`src/rtl/ifu_pkg.sv`:
```
`timescale 1ns/1ps
package ifu_pkg;
   typedef enum logic [2:0] {
      ST_REQ   = 3'd0,
      ST_WAIT  = 3'd1,
      ST_FLUSH = 3'd2,
      ST_SHOW  = 3'd3,
      ST_HALT  = 3'd4
   } fetch_state_e;

   typedef enum logic [1:0] {
      HALT_NONE    = 2'd0,
      HALT_ILLEGAL = 2'd1,
      HALT_ODD     = 2'd2
   } halt_code_e;
endpackage

```
`src/rtl/ifu_len_decode.sv`:
```
`timescale 1ns/1ps
module ifu_len_decode #(
   parameter int BYTE_W    = 8,
   parameter int CNT_W     = 3,
   parameter int LEN_SHORT = 2,
   parameter int LEN_MID   = 4,
   parameter int LEN_LONG  = 6,
   parameter logic [BYTE_W-1:0] ILLEGAL_OP = '0
) (
   input  logic [BYTE_W-1:0] opcode,
   output logic [CNT_W-1:0]  len_bytes,
   output logic              illegal
);
   logic [1:0] fmt_class;
   assign fmt_class = opcode[BYTE_W-1 -: 2];

   // length class sits in the two top opcode bits
   always_comb begin
      unique case (fmt_class)
         2'b00:   len_bytes = CNT_W'(LEN_SHORT);
         2'b11:   len_bytes = CNT_W'(LEN_LONG);
         default: len_bytes = CNT_W'(LEN_MID);
      endcase
   end

   assign illegal = (opcode == ILLEGAL_OP);
endmodule

```
`src/rtl/ifu_byte_gather.sv`:
```
`timescale 1ns/1ps
module ifu_byte_gather #(
   parameter int BYTE_W    = 8,
   parameter int MAX_BYTES = 6,
   parameter int CNT_W     = 3
) (
   input  logic                        clk,
   input  logic                        rst_n,
   input  logic                        cap_en,
   input  logic [CNT_W-1:0]            cap_idx,
   input  logic [BYTE_W-1:0]           cap_byte,
   output logic [MAX_BYTES*BYTE_W-1:0] buf_out
);
   for (genvar k = 0; k < MAX_BYTES; k++) begin : g_lane
      logic [BYTE_W-1:0] lane_q;
      if (k == 0) begin : g_opcode_lane
         always_ff @(posedge clk or negedge rst_n) begin
            if (!rst_n)                          lane_q <= '0;
            else if (cap_en && cap_idx == '0)    lane_q <= cap_byte;
         end
      end else begin : g_tail_lane
         // tail lanes are wiped when a new opcode lands
         always_ff @(posedge clk or negedge rst_n) begin
            if (!rst_n)                                 lane_q <= '0;
            else if (cap_en && cap_idx == CNT_W'(k))    lane_q <= cap_byte;
            else if (cap_en && cap_idx == '0)           lane_q <= '0;
         end
      end
      assign buf_out[(MAX_BYTES-1-k)*BYTE_W +: BYTE_W] = lane_q;
   end

   assert_lane_range_R3: assert property (@(posedge clk) disable iff (!rst_n)
      cap_en |-> (cap_idx < CNT_W'(MAX_BYTES)));
endmodule

```
`src/rtl/ifu_addr_reg.sv`:
```
`timescale 1ns/1ps
module ifu_addr_reg #(
   parameter int ADDR_W = 24,
   parameter int CNT_W  = 3,
   parameter logic [ADDR_W-1:0] RESET_ADDR = '0
) (
   input  logic              clk,
   input  logic              rst_n,
   input  logic              load,
   input  logic [ADDR_W-1:0] load_val,
   input  logic              adv,
   input  logic [CNT_W-1:0]  adv_len,
   output logic [ADDR_W-1:0] pc
);
   always_ff @(posedge clk or negedge rst_n) begin
      if (!rst_n)    pc <= RESET_ADDR;
      else if (load) pc <= load_val;
      else if (adv)  pc <= pc + ADDR_W'(adv_len);
   end
endmodule

```
`src/rtl/insn_fetch_unit.sv`:
```
`timescale 1ns/1ps
module insn_fetch_unit #(
   parameter int ADDR_W    = 24,
   parameter int BYTE_W    = 8,
   parameter int MAX_BYTES = 6,
   parameter int LEN_SHORT = 2,
   parameter int LEN_MID   = 4,
   parameter int LEN_LONG  = 6,
   parameter logic [ADDR_W-1:0] RESET_ADDR = '0,
   parameter logic [BYTE_W-1:0] ILLEGAL_OP = '0
) (
   input  logic                                 clk,
   input  logic                                 rst_n,
   input  logic                                 redir_valid,
   input  logic [ADDR_W-1:0]                    redir_addr,
   output logic                                 mem_req_valid,
   output logic [ADDR_W-1:0]                    mem_req_addr,
   input  logic                                 mem_req_ready,
   input  logic                                 mem_rsp_valid,
   input  logic [BYTE_W-1:0]                    mem_rsp_data,
   output logic                                 insn_valid,
   output logic [MAX_BYTES*BYTE_W-1:0]          insn_data,
   output logic [$clog2(MAX_BYTES+1)-1:0]       insn_len,
   output logic [ADDR_W-1:0]                    insn_addr,
   input  logic                                 insn_ready,
   output logic [ADDR_W-1:0]                    next_addr,
   output logic                                 halted,
   output logic [1:0]                           halt_code
);
   import ifu_pkg::*;

   localparam int CNT_W = $clog2(MAX_BYTES + 1);

   if (BYTE_W < 2) begin : g_bad_byte
      $error("BYTE_W must hold a two-bit length class");
   end
   if (LEN_SHORT < 2 || LEN_SHORT > LEN_MID || LEN_MID > LEN_LONG || LEN_LONG > MAX_BYTES) begin : g_bad_len
      $error("length classes must be ordered and fit the buffer");
   end
   if ((LEN_SHORT % 2) != 0 || (LEN_MID % 2) != 0 || (LEN_LONG % 2) != 0) begin : g_odd_len
      $error("every instruction length must be even");
   end
   if (RESET_ADDR[0]) begin : g_odd_reset
      $error("reset fetch address must be even");
   end

   fetch_state_e      state_q, state_d;
   halt_code_e        halt_q, halt_d;
   logic [CNT_W-1:0]  idx_q, idx_d, len_q, len_d, dec_len;
   logic [ADDR_W-1:0] start_q, start_d, pc;
   logic              pc_load, pc_adv, cap_en, dec_illegal, redir_take;

   ifu_len_decode #(
      .BYTE_W(BYTE_W), .CNT_W(CNT_W), .LEN_SHORT(LEN_SHORT),
      .LEN_MID(LEN_MID), .LEN_LONG(LEN_LONG), .ILLEGAL_OP(ILLEGAL_OP)
   ) u_dec (
      .opcode(mem_rsp_data), .len_bytes(dec_len), .illegal(dec_illegal)
   );

   ifu_byte_gather #(.BYTE_W(BYTE_W), .MAX_BYTES(MAX_BYTES), .CNT_W(CNT_W)) u_gather (
      .clk(clk), .rst_n(rst_n), .cap_en(cap_en), .cap_idx(idx_q),
      .cap_byte(mem_rsp_data), .buf_out(insn_data)
   );

   ifu_addr_reg #(.ADDR_W(ADDR_W), .CNT_W(CNT_W), .RESET_ADDR(RESET_ADDR)) u_pc (
      .clk(clk), .rst_n(rst_n), .load(pc_load), .load_val(redir_addr),
      .adv(pc_adv), .adv_len(len_q), .pc(pc)
   );

   assign redir_take = redir_valid && (state_q != ST_HALT);

   always_comb begin
      state_d = state_q;
      halt_d  = halt_q;
      idx_d   = idx_q;
      len_d   = len_q;
      start_d = start_q;
      pc_load = 1'b0;
      pc_adv  = 1'b0;
      cap_en  = 1'b0;
      if (redir_take) begin
         pc_load = 1'b1;
         idx_d   = '0;
         if (redir_addr[0]) begin
            state_d = ST_HALT;
            halt_d  = HALT_ODD;
         end else begin
            unique case (state_q)
               ST_REQ:           state_d = mem_req_ready ? ST_FLUSH : ST_REQ;
               ST_WAIT, ST_FLUSH: state_d = mem_rsp_valid ? ST_REQ : ST_FLUSH;
               default:          state_d = ST_REQ;
            endcase
         end
      end else begin
         unique case (state_q)
            ST_REQ: if (mem_req_ready) state_d = ST_WAIT;
            ST_WAIT: if (mem_rsp_valid) begin
               cap_en = 1'b1;
               if (idx_q == '0) begin
                  if (dec_illegal) begin
                     state_d = ST_HALT;
                     halt_d  = HALT_ILLEGAL;
                  end else begin
                     len_d   = dec_len;
                     start_d = pc;
                     idx_d   = CNT_W'(1);
                     state_d = ST_REQ;
                  end
               end else if (idx_q + CNT_W'(1) == len_q) begin
                  pc_adv  = 1'b1;
                  state_d = ST_SHOW;
               end else begin
                  idx_d   = idx_q + CNT_W'(1);
                  state_d = ST_REQ;
               end
            end
            ST_FLUSH: if (mem_rsp_valid) state_d = ST_REQ;
            ST_SHOW: if (insn_ready) begin
               idx_d   = '0;
               state_d = ST_REQ;
            end
            default: state_d = ST_HALT;
         endcase
      end
   end

   always_ff @(posedge clk or negedge rst_n) begin
      if (!rst_n) begin
         state_q <= ST_REQ;
         halt_q  <= HALT_NONE;
         idx_q   <= '0;
         len_q   <= '0;
         start_q <= '0;
      end else begin
         state_q <= state_d;
         halt_q  <= halt_d;
         idx_q   <= idx_d;
         len_q   <= len_d;
         start_q <= start_d;
      end
   end

   assign mem_req_valid = (state_q == ST_REQ);
   assign mem_req_addr  = pc + ADDR_W'(idx_q);
   assign insn_valid    = (state_q == ST_SHOW);
   assign insn_len      = len_q;
   assign insn_addr     = start_q;
   assign next_addr     = pc;
   assign halted        = (state_q == ST_HALT);
   assign halt_code     = halt_q;

   assert_one_request_R4: assert property (@(posedge clk) disable iff (!rst_n)
      (mem_req_valid && mem_req_ready) |=> !mem_req_valid);

   assert_hold_instruction_R6: assert property (@(posedge clk) disable iff (!rst_n)
      (insn_valid && !insn_ready && !redir_valid) |=>
         (insn_valid && $stable(insn_data) && $stable(insn_addr)));

   assert_quiet_while_presenting_R6: assert property (@(posedge clk) disable iff (!rst_n)
      insn_valid |-> !mem_req_valid);

   assert_even_length_R2: assert property (@(posedge clk) disable iff (!rst_n)
      insn_valid |-> (!insn_len[0] && insn_len != '0));

   assert_no_illegal_shown_R7: assert property (@(posedge clk) disable iff (!rst_n)
      insn_valid |-> (insn_data[MAX_BYTES*BYTE_W-1 -: BYTE_W] != ILLEGAL_OP));

   assert_even_fetch_R9: assert property (@(posedge clk) disable iff (!rst_n)
      !halted |-> !next_addr[0]);

   assert_halt_sticky_R10: assert property (@(posedge clk) disable iff (!rst_n)
      halted |=> (halted && $stable(halt_code) && $stable(next_addr)));

   assert_halt_silent_R10: assert property (@(posedge clk) disable iff (!rst_n)
      halted |-> (!mem_req_valid && !insn_valid && halt_code != 2'b00));
endmodule

```
`config.mk`:
```
export PLATFORM = sky130hd
export DESIGN_NAME = insn_fetch_unit
export DESIGN_NICKNAME = d
export VERILOG_FILES = /design/src/rtl/ifu_pkg.sv /design/src/rtl/ifu_len_decode.sv /design/src/rtl/ifu_byte_gather.sv /design/src/rtl/ifu_addr_reg.sv /design/src/rtl/insn_fetch_unit.sv
export SDC_FILE = /design/constraint.sdc
export NUM_CORES = 1
export LEC_CHECK = 0
export ABC_AREA = 1
export BUFFER_PORTS_ARGS = -buffer_cell sky130_fd_sc_hd__buf_2
export CORE_ASPECT_RATIO = 0.5
export CORE_UTILIZATION = 30
export DETAILED_ROUTE_END_ITERATION = 8
export SYNTH_ARGS = -nofsm -noshare
export SYNTH_HDL_FRONTEND = slang
export SYNTH_HIERARCHICAL = 1
export SYNTH_SLANG_ARGS = --single-unit
```
`constraint.sdc`:
```
create_clock -name clk -period 8.53 [get_ports clk]
set_clock_uncertainty 0.2 [all_clocks]
set_input_delay 1.706 -clock clk [delete_from_list [all_inputs] [get_ports clk]]
set_output_delay 1.706 -clock clk [all_outputs]
set_load 0.01 [all_outputs]
```
==> reports/summary.txt, run 1 <==
worst r2r src -> state_q[1]
via/cell ratio -> 4.70
pin count of the biggest net entering global routing -> 70
Power Total -> 2.59 mW
Layout Utilization -> 37.1%
# resized after CTS -> 0
Placement Cell Area -> 0.00731 mm²
Placed Cells -> 1234
Core Area -> 0.0206 mm²
asr flop ratio synth -> 100%
f_max -> 203 MHz
postcts setup bufs -> 0
DP HPWL -> 13700 µm
via count -> 5876
GRT Residual Overflow -> 0
Slew Limit Fails -> 0
Worst R2R End -> u_gather/g_lane[3].lane_q[6]
Die ar. -> 0.0216 mm²
drt first pass iters -> 9
endpoints failing setup -> 0
register-to-register path setup slack -> 5330 ps
cts bufs inserted -> 9
WP data arrival -> 3020 ps
Worst setup SP type -> flip-flop
number of synthesized flops with an enable pin -> 0
critical path class -> reg2out
Synth Area in Simple Gates -> 35.9%
CP Capture Point -> mem_req_addr[16]
CTS tree -> built
DR WL/cell -> 14.9 µm
Worst Setup End Kind -> primary output
antenna diode count -> 0
crit path time final -> 4930 ps
die width -> 207 µm
nets -> 1021
Total Wirelength -> 18700 µm
reg2reg path depth -> 10
worst setup path startpoint -> idx_q[1]
initial core utilization -> 30.6%
Hold Startpoint -> u_gather/g_lane[1].lane_q[2]
Synth Area per Inst -> 7.74 µm²
CTS root buf -> clkbuf_16
Cell Area, Synth -> 0.00630 mm²
CTS clock-pin slew for the worst setup and hold paths -> 70 ps
Yosys reg bits -> 107
setup TNS -> 0 ps
Synth cell types -> 37
status -> complete, but fails checks
H-tree depth -> 3
number of global-route vias before repair -> 5569
Syn Nets -> 863
design area -> 0.00762 mm²
Post-DRT Antenna Nets -> 0
failing checks -> design-rule violations
post-synthesis xor/xnor area fraction -> 3.20%
Final Hold Viols -> 0
P&R area growth vs syn -> 21.0%
DRT iter0 DRCs -> 440
Max Cap Viol -> 0
Post-Synthesis Cells -> 814
Slew @ Worst Pin -> 970 ps
initial antenna violation count -> 0
relative slew slack -> 35.3%
number of I/O port buffers -> 165
ys flop type -> dfrtp_1
Clock Path Buffers -> 2
CP required -> 6620 ps
first-pass GRT wire length -> 29700 µm
clock insertion delay at the later pin of the skew report -> 370 ps
Peak VDD IR -> 0.000134 V
clock sinks -> 107
GRT Total Usage -> 17.8%
Synth Area in Compound Gates -> 7.77%
Synth Area in Adders -> 2.42%
CP max FO -> 16
Pleak -> 4.11 nW
DIE HEIGHT -> 104 µm
RSZ-0062 raised after global routing -> false
sequential share of the synthesized area -> 42.5%
io pins -> 166
final std cells w/o fill -> 1250
pwr dens -> 340 mW/mm²
synth warn -> 6
layout cells sized above 1 -> 26.7%
min-delay worst type -> reg2reg
Post-CTS Hold Fix Bufs -> 0
largest family of logic cells by synthesized area -> simple AND/OR/NAND/NOR gates
RePlAce Congestion -> 0.830
Post-route DRC -> 8
mux contribution to synthesized area -> 0%
Tcrit/Tclk final -> 57.8%
std cell rows -> 37
==> area by class of cell <==
class | instances | area [µm²]
Clock buffer | 10 | 239
Clock inverter | 6 | 71.3
Fill cell | 2169 | 12900
Inverter | 90 | 349
Multi-Input combinational cell | 598 | 3110
Sequential cell | 107 | 2680
Tap cell | 273 | 342
Timing Repair Buffer | 166 | 836
==> where the power goes <==
group          switching, mW  internal [mW]
clock                  0.208          0.238
sequential             0.273          0.698
combinational          0.727          0.444
total                   1.21           1.38
==> cell usage in the layout (no fill, tap or decap), types with 2 or more instances in the layout <==
master / count
nand4_1: 6
nor2_4: 9
clkbuf_16: 9
nand3_2: 2
xnor2_1: 2
nor3_1: 14
a22oi_1: 19
fa_1: 2
xor2_1: 21
nand2_1: 283
inv_6: 2
nand2_2: 9
o21ai_0: 17
inv_1: 76
a21oi_2: 2
buf_2: 164
nor2_1: 49
nand2_4: 5
or2_1: 5
ha_1: 9
buf_4: 2
dfrtp_1: 107
inv_2: 11
nand3_1: 99
nor2_8: 2
clkinv_4: 3
nor2_2: 9
o21ai_2: 25
a21oi_1: 2
clkinvlp_4: 2
==> worst max-delay path: stages, from the launching register on <==
cell and delay (ps):
dfrtp_1 780, inv_1 180, fa_1 460, inv_1 70, nand2_1 40, a21oi_1 260
nand2_1 210, nor2_4 230, nand2_1 90, xor2_1 160, buf_2 150
==> sequential cells by signal (all words and copies together) (netlist names) <==
name and flops:
idx_q 3, halt_code 2, insn_len 3, u_gather/g_lane.lane_q 48, state_q 3, insn_addr 24
u_pc/pc 24
==> worst min-delay path by stage <==
stage / endpoint / cells past startpoint
2_1_floorplan: u_gather/g_lane[0].lane_q[0] / 2
3_5_place_dp: u_gather/g_lane[1].lane_q[2] / 2
3_3_place_gp: u_gather/g_lane[0].lane_q[3] / 2
4_1_cts: u_gather/g_lane[1].lane_q[2] / 2
5_1_grt: insn_addr[20] / 2
6_report: u_gather/g_lane[1].lane_q[2] / 2
==> synthesized netlist by cell type (3+ instances only) <==
cell	instances	share of area, %
xor2_1	21	2.9
nand2_1	283	17
dfrtp_1	107	43
o21ai_0	17	1.4
ha_1	9	1.8
or2_1	5	0.50
nor2_1	49	2.9
nor3_1	14	1.1
buf_2	3	0.24
nand4_1	6	0.60
a22oi_1	19	2.3
nor2_4	9	1.6
nand3_1	99	7.9
inv_2	11	0.66
inv_1	76	4.5
buf_4	4	0.48
nor2_2	9	0.89
nand2_2	9	0.89
buf_6	10	1.8
nand2_4	5	0.89
o21ai_2	25	3.5
==> metrics by stage <==
stage / setup slack, ps / hold slack [ps]
after floorplan: 4520 / 306
after global placement: 4110 / 250
after detailed placement: 4040 / 254
after CTS: 3620 / 273
after global routing: 3370 / 300
final: 3600 / 266
==> kinds of logic (layout without fill, tap and decap cells) <==
group / count (synthesis) / count (layout)
fa+ha+maj: 11 / 11
xor+xnor: 23 / 23
buf+inv: 109 / 272
simple gates: 496 / 496
compound gates: 67 / 67
flops: 107 / 107
other cells: 1 / 1
==> routing by layer <==
layer	GRT usage [%]	up-vias	routed length (µm)
li1	-	2912	-
met1	22.9	2778	8450
met2	29.2	159	8860
met3	4.26	27	1010
met4	5.53	0	350
met5	0	-	0
(Power assumes the default switching activity.)
==> run 2: changes to the inputs <==
Clock period 8.53 ns to 4.4 ns, I/O delays scaled along.
==> reports/summary.txt, run 2 (synthesis gave the netlist of run 1 again) <==
status -> complete, but fails checks
failing checks -> design-rule violations
Largest register FFs -> 48
Peak VDD IR -> 0.000250 V
postcts setup bufs -> 0
drt first pass iters -> 7
Post-CTS Hold Fix Bufs -> 0
Core Area -> 0.0206 mm²
WP data arrival -> 2880 ps
# resized after CTS -> 0
antenna diode count -> 0
Placement Cell Area -> 0.00734 mm²
pwr dens -> 651 mW/mm²
register with the most flip-flops -> u_gather/g_lane.lane_q
H-tree depth -> 3
GRT Residual Overflow -> 0
Top Metal Used -> met4
DIE HEIGHT -> 104 µm
design area -> 0.00763 mm²
min-delay worst type -> reg2reg
Pleak -> 4.11 nW
nets -> 1025
pin count of the biggest net entering global routing -> 72
CTS tree -> built
relative slew slack -> 33.9%
Worst Setup End Kind -> primary output
Slew @ Worst Pin -> 992 ps
CP required -> 3320 ps
DR WL/cell -> 15.0 µm
RePlAce Congestion -> 0.860
layout cells sized above 1 -> 27.0%
critical path class -> reg2out
number of I/O port buffers -> 165
Clock Path Buffers -> 2
DRT iter0 DRCs -> 424
P&R area growth vs syn -> 21.1%
via/cell ratio -> 4.63
io pins -> 166
CP max FO -> 10
Worst setup SP type -> flip-flop
clock sinks -> 107
Max Cap Viol -> 0
Post-DRT Antenna Nets -> 0
hold_ws -> 274 ps
Power Total -> 4.97 mW
initial core utilization -> 30.6%
met3 routed WL -> 991 µm
clock insertion delay at the later pin of the skew report -> 370 ps
CTS clock-pin slew for the worst setup and hold paths -> 80 ps
Total Wirelength -> 18900 µm
die width -> 207 µm
Slew Limit Fails -> 0
std cell rows -> 37
CTS root buf -> clkbuf_16
via count -> 5805
number of global-route vias before repair -> 5444
RSZ-0062 raised after global routing -> false
first-pass GRT wire length -> 29600 µm
DP HPWL -> 13800 µm
Die ar. -> 0.0216 mm²
WL met1 -> 8620 µm
Post-route DRC -> 9
Routed met2 length -> 9090 µm
Final Hold Viols -> 0
f_max -> 252 MHz
crit path time final -> 3960 ps
GRT Total Usage -> 17.9%
commonest non-fill, non-tap cell in the layout -> nand2_1
highest-count cells in the layout ignoring fill and taps -> nand2_1, buf_2, dfrtp_1
endpoints failing setup -> 0
Tcrit/Tclk final -> 90.1%
initial antenna violation count -> 0
setup TNS -> 0 ps
cts bufs inserted -> 9
[run 2: critical path: stages (launching register included)]
cell and delay [ps]:
dfrtp_1 610, ha_1 260, inv_1 60, fa_1 400, inv_1 70, nand2_1 40
a21oi_1 270, nand2_1 210, nor2_4 220, nand2_1 90, xor2_1 150, buf_2 140
[run 2: where the power goes]
group | internal [mW] | total, mW | switching [mW]
sequential | 1.35 | 1.85 | 0.498
combinational | 0.870 | 2.31 | 1.44
clock | 0.405 | 0.805 | 0.400
total | 2.63 | 4.97 | 2.34
[run 2: cell type report]
type / count / area, µm²
fill: 2200 / 12900
multi-input combinational: 598 / 3110
sequential: 107 / 2680
timing repair buffer: 170 / 866
inverter: 90 / 349
tap: 273 / 342
clock buffer: 10 / 239
clock inverter: 6 / 50.0
[run 2: stage by stage]
| step | setup slack, ps | instances | util (%) |
|---|---|---|---|
| floorplan | 1210 | 814 | - |
| global placement | 891 | 1238 | 35.7 |
| detailed placement | 820 | 1238 | 35.7 |
| CTS | 400 | 1254 | 37.1 |
| global route | 157 | 1254 | 37.1 |
| finish | 437 | 1254 | 37.1 |
[run 2: path summary, 6_finish.rpt]
check,from,endpoint,slack (ps),cells past startpoint
worst max-delay path,idx_q[0],mem_req_addr[16],440,11
worst min-delay path,u_gather/g_lane[4].lane_q[1],u_gather/g_lane[4].lane_q[1],270,2
worst max register to register,state_q[1],u_gather/g_lane[3].lane_q[3],1490,11
worst min register to register,u_gather/g_lane[4].lane_q[1],u_gather/g_lane[4].lane_q[1],270,2
max in group asynchronous,rst_n,insn_addr[14],2670,2
min in group asynchronous,rst_n,u_gather/g_lane[5].lane_q[4],480,1
[run 2: layer usage]
metal  global-route usage [%]  vias up
li1                         -     2921
met1                     23.3     2715
met2                     29.7      157
met3                     4.51       12
met4                     3.75        0
met5                        0        -
==> run 3: changes to the inputs <==
Settings changed: CORE_MARGIN set to 10, SYNTH_HIERARCHICAL 1 to unset.
==> reports/summary.txt, run 3 <==
io pins -> 166
Cell Area, Synth -> 0.00560 mm²
P&R area growth vs syn -> 23.7%
std cell rows -> 35
# resized after CTS -> 0
Final Hold Viols -> 0
DP HPWL -> 14300 µm
Syn Nets -> 772
Worst setup SP type -> flip-flop
via/cell ratio -> 4.67
relative slew slack -> 30.4%
number of synthesized flops with an enable pin -> 0
Synth cell types -> 32
H-tree depth -> 3
Hold EP -> insn_addr[23]
commonest non-fill, non-tap cell in the layout -> nand2_1
Power Total -> 4.56 mW
Tcrit/Tclk final -> 80.8%
Largest register FFs -> 48
Slew Limit Fails -> 0
Post-DRT Antenna Nets -> 0
register-to-register path setup slack -> 1870 ps
reg2reg path depth -> 10
drt first pass iters -> 4
f_max -> 281 MHz
Max Cap Viol -> 0
DRT iter0 DRCs -> 384
setup TNS -> 0 ps
Synth top area share -> 47.4%
critical path class -> reg2out
crit path time final -> 3560 ps
CTS tree -> built
asr flop ratio synth -> 100%
register with the most flip-flops -> u_gather.g_lane.lane_q
die width -> 213 µm
status -> completed
Core Area -> 0.0183 mm²
initial antenna violation count -> 0
Peak VDD IR -> 0.000194 V
synth warn -> 0
Worst Setup End Kind -> primary output
CP required -> 3320 ps
Hold Startpoint -> insn_addr[23]
pin count of the biggest net entering global routing -> 77
design area -> 0.00692 mm²
Pleak -> 3.72 nW
top cells by count, synth -> nand2_1, dfrtp_1, nand3_1
layout cells sized above 1 -> 22.8%
endpoints failing setup -> 0
CTS root buf -> clkbuf_16
Post-Synthesis Cells -> 721
sequential share of the synthesized area -> 47.4%
CTS clock-pin slew for the worst setup and hold paths -> 70 ps
DR WL/cell -> 16.7 µm
WP data arrival -> 2480 ps
Area contributors post-synth -> dfrtp_1, nand2_1, nand3_1, o21ai_1, inv_1
Total Wirelength -> 18700 µm
pwr dens -> 658 mW/mm²
ys flop type -> dfrtp_1
number of I/O port buffers -> 164
first-pass GRT wire length -> 29100 µm
via count -> 5239
Clock Path Buffers -> 2
Post-CTS Hold Fix Bufs -> 0
Slew @ Worst Pin -> 1040 ps
Hold Path Depth -> 2
nets -> 929
# fillers -> 1959
min-delay worst type -> reg2reg
worst r2r src -> idx_q[2]
most area-hungry cell type in the Yosys netlist -> dfrtp_1
CP max FO -> 6
GRT Total Usage -> 14.9%
postcts setup bufs -> 0
cts bufs inserted -> 9
clock sinks -> 106
Worst R2R End -> u_pc.pc[10]
clock insertion delay at the later pin of the skew report -> 350 ps
Die ar. -> 0.0248 mm²
GRT Residual Overflow -> 0
Post-route DRC -> 0
most frequent cell after synthesis -> nand2_1
antenna diode count -> 0
RePlAce Congestion -> 0.868
Synth Area per Inst -> 7.76 µm²
number of global-route vias before repair -> 5270
highest-count cells in the layout ignoring fill and taps -> nand2_1, buf_2, dfrtp_1
initial core utilization -> 30.5%
DIE HEIGHT -> 117 µm
RSZ-0062 raised after global routing -> false
Yosys reg bits -> 106
Placement Cell Area -> 0.00664 mm²
-- run 3: worst max path at each step --
stage                     from          endpoint  slack, ps
floorplan           u_pc.pc[2]  mem_req_addr[22]       1550
global placement      idx_q[2]  mem_req_addr[22]       1240
detailed placement    idx_q[2]  mem_req_addr[22]       1210
CTS                   idx_q[0]  mem_req_addr[22]        820
global route          idx_q[2]  mem_req_addr[17]        580
finish                idx_q[2]  mem_req_addr[22]        840
-- run 3: through the flow --
step / setup slack, ps / util, % / hold slack [ps] / std cells
3_5_place_dp: 1210 / 36.2 / 273 / 1107
5_1_grt: 583 / 37.7 / 311 / 1123
4_1_cts: 815 / 37.7 / 291 / 1123
3_3_place_gp: 1240 / 36.2 / 264 / 1107
6_report: 844 / 37.7 / 286 / 1123
2_1_floorplan: 1550 / - / 317 / 721
-- run 3: layer usage --
| metal | share of wire (%) | track usage, % |
|---|---|---|
| met4 | 1.4 | 3.61 |
| met3 | 5.1 | 3.43 |
| met1 | 43 | 17.7 |
| met5 | 0 | 0 |
| met2 | 51 | 26.7 |
-- run 3: final cells by class --
class                   count  area [µm²]  share of cell area (%)
flip-flops and latches    106        2650                    38.3
multi-input cells         518        2550                    36.8
repair buffers            169         861                    12.4
well taps                 240         300                    4.34
inverters                  74         278                    4.01
clock buffers               9         225                    3.25
clock inverters             7        61.3                   0.885
-- run 3: logic make-up after synthesis --
group	synth area share, %
compound gates	10.1
xor+xnor	3.60
fa+ha+maj	3.18
buf+inv	7.09
flops	47.4
other cells	0.0670
simple gates	28.6
-- run 3: critical path: stages, from the launching register on --
cell,delay [ps]
dfrtp_1,490
ha_1,390
nand2_1,70
a21oi_1,330
inv_1,210
nor3_1,260
nand2_1,100
xor2_1,150
buf_2,140
-- run 3: power breakdown --
group	leakage, nW	internal, mW	switching, mW	total [mW]
logic	2.21	0.771	1.29	2.07
clock network	0.139	0.395	0.395	0.790
registers	1.38	1.34	0.367	1.70
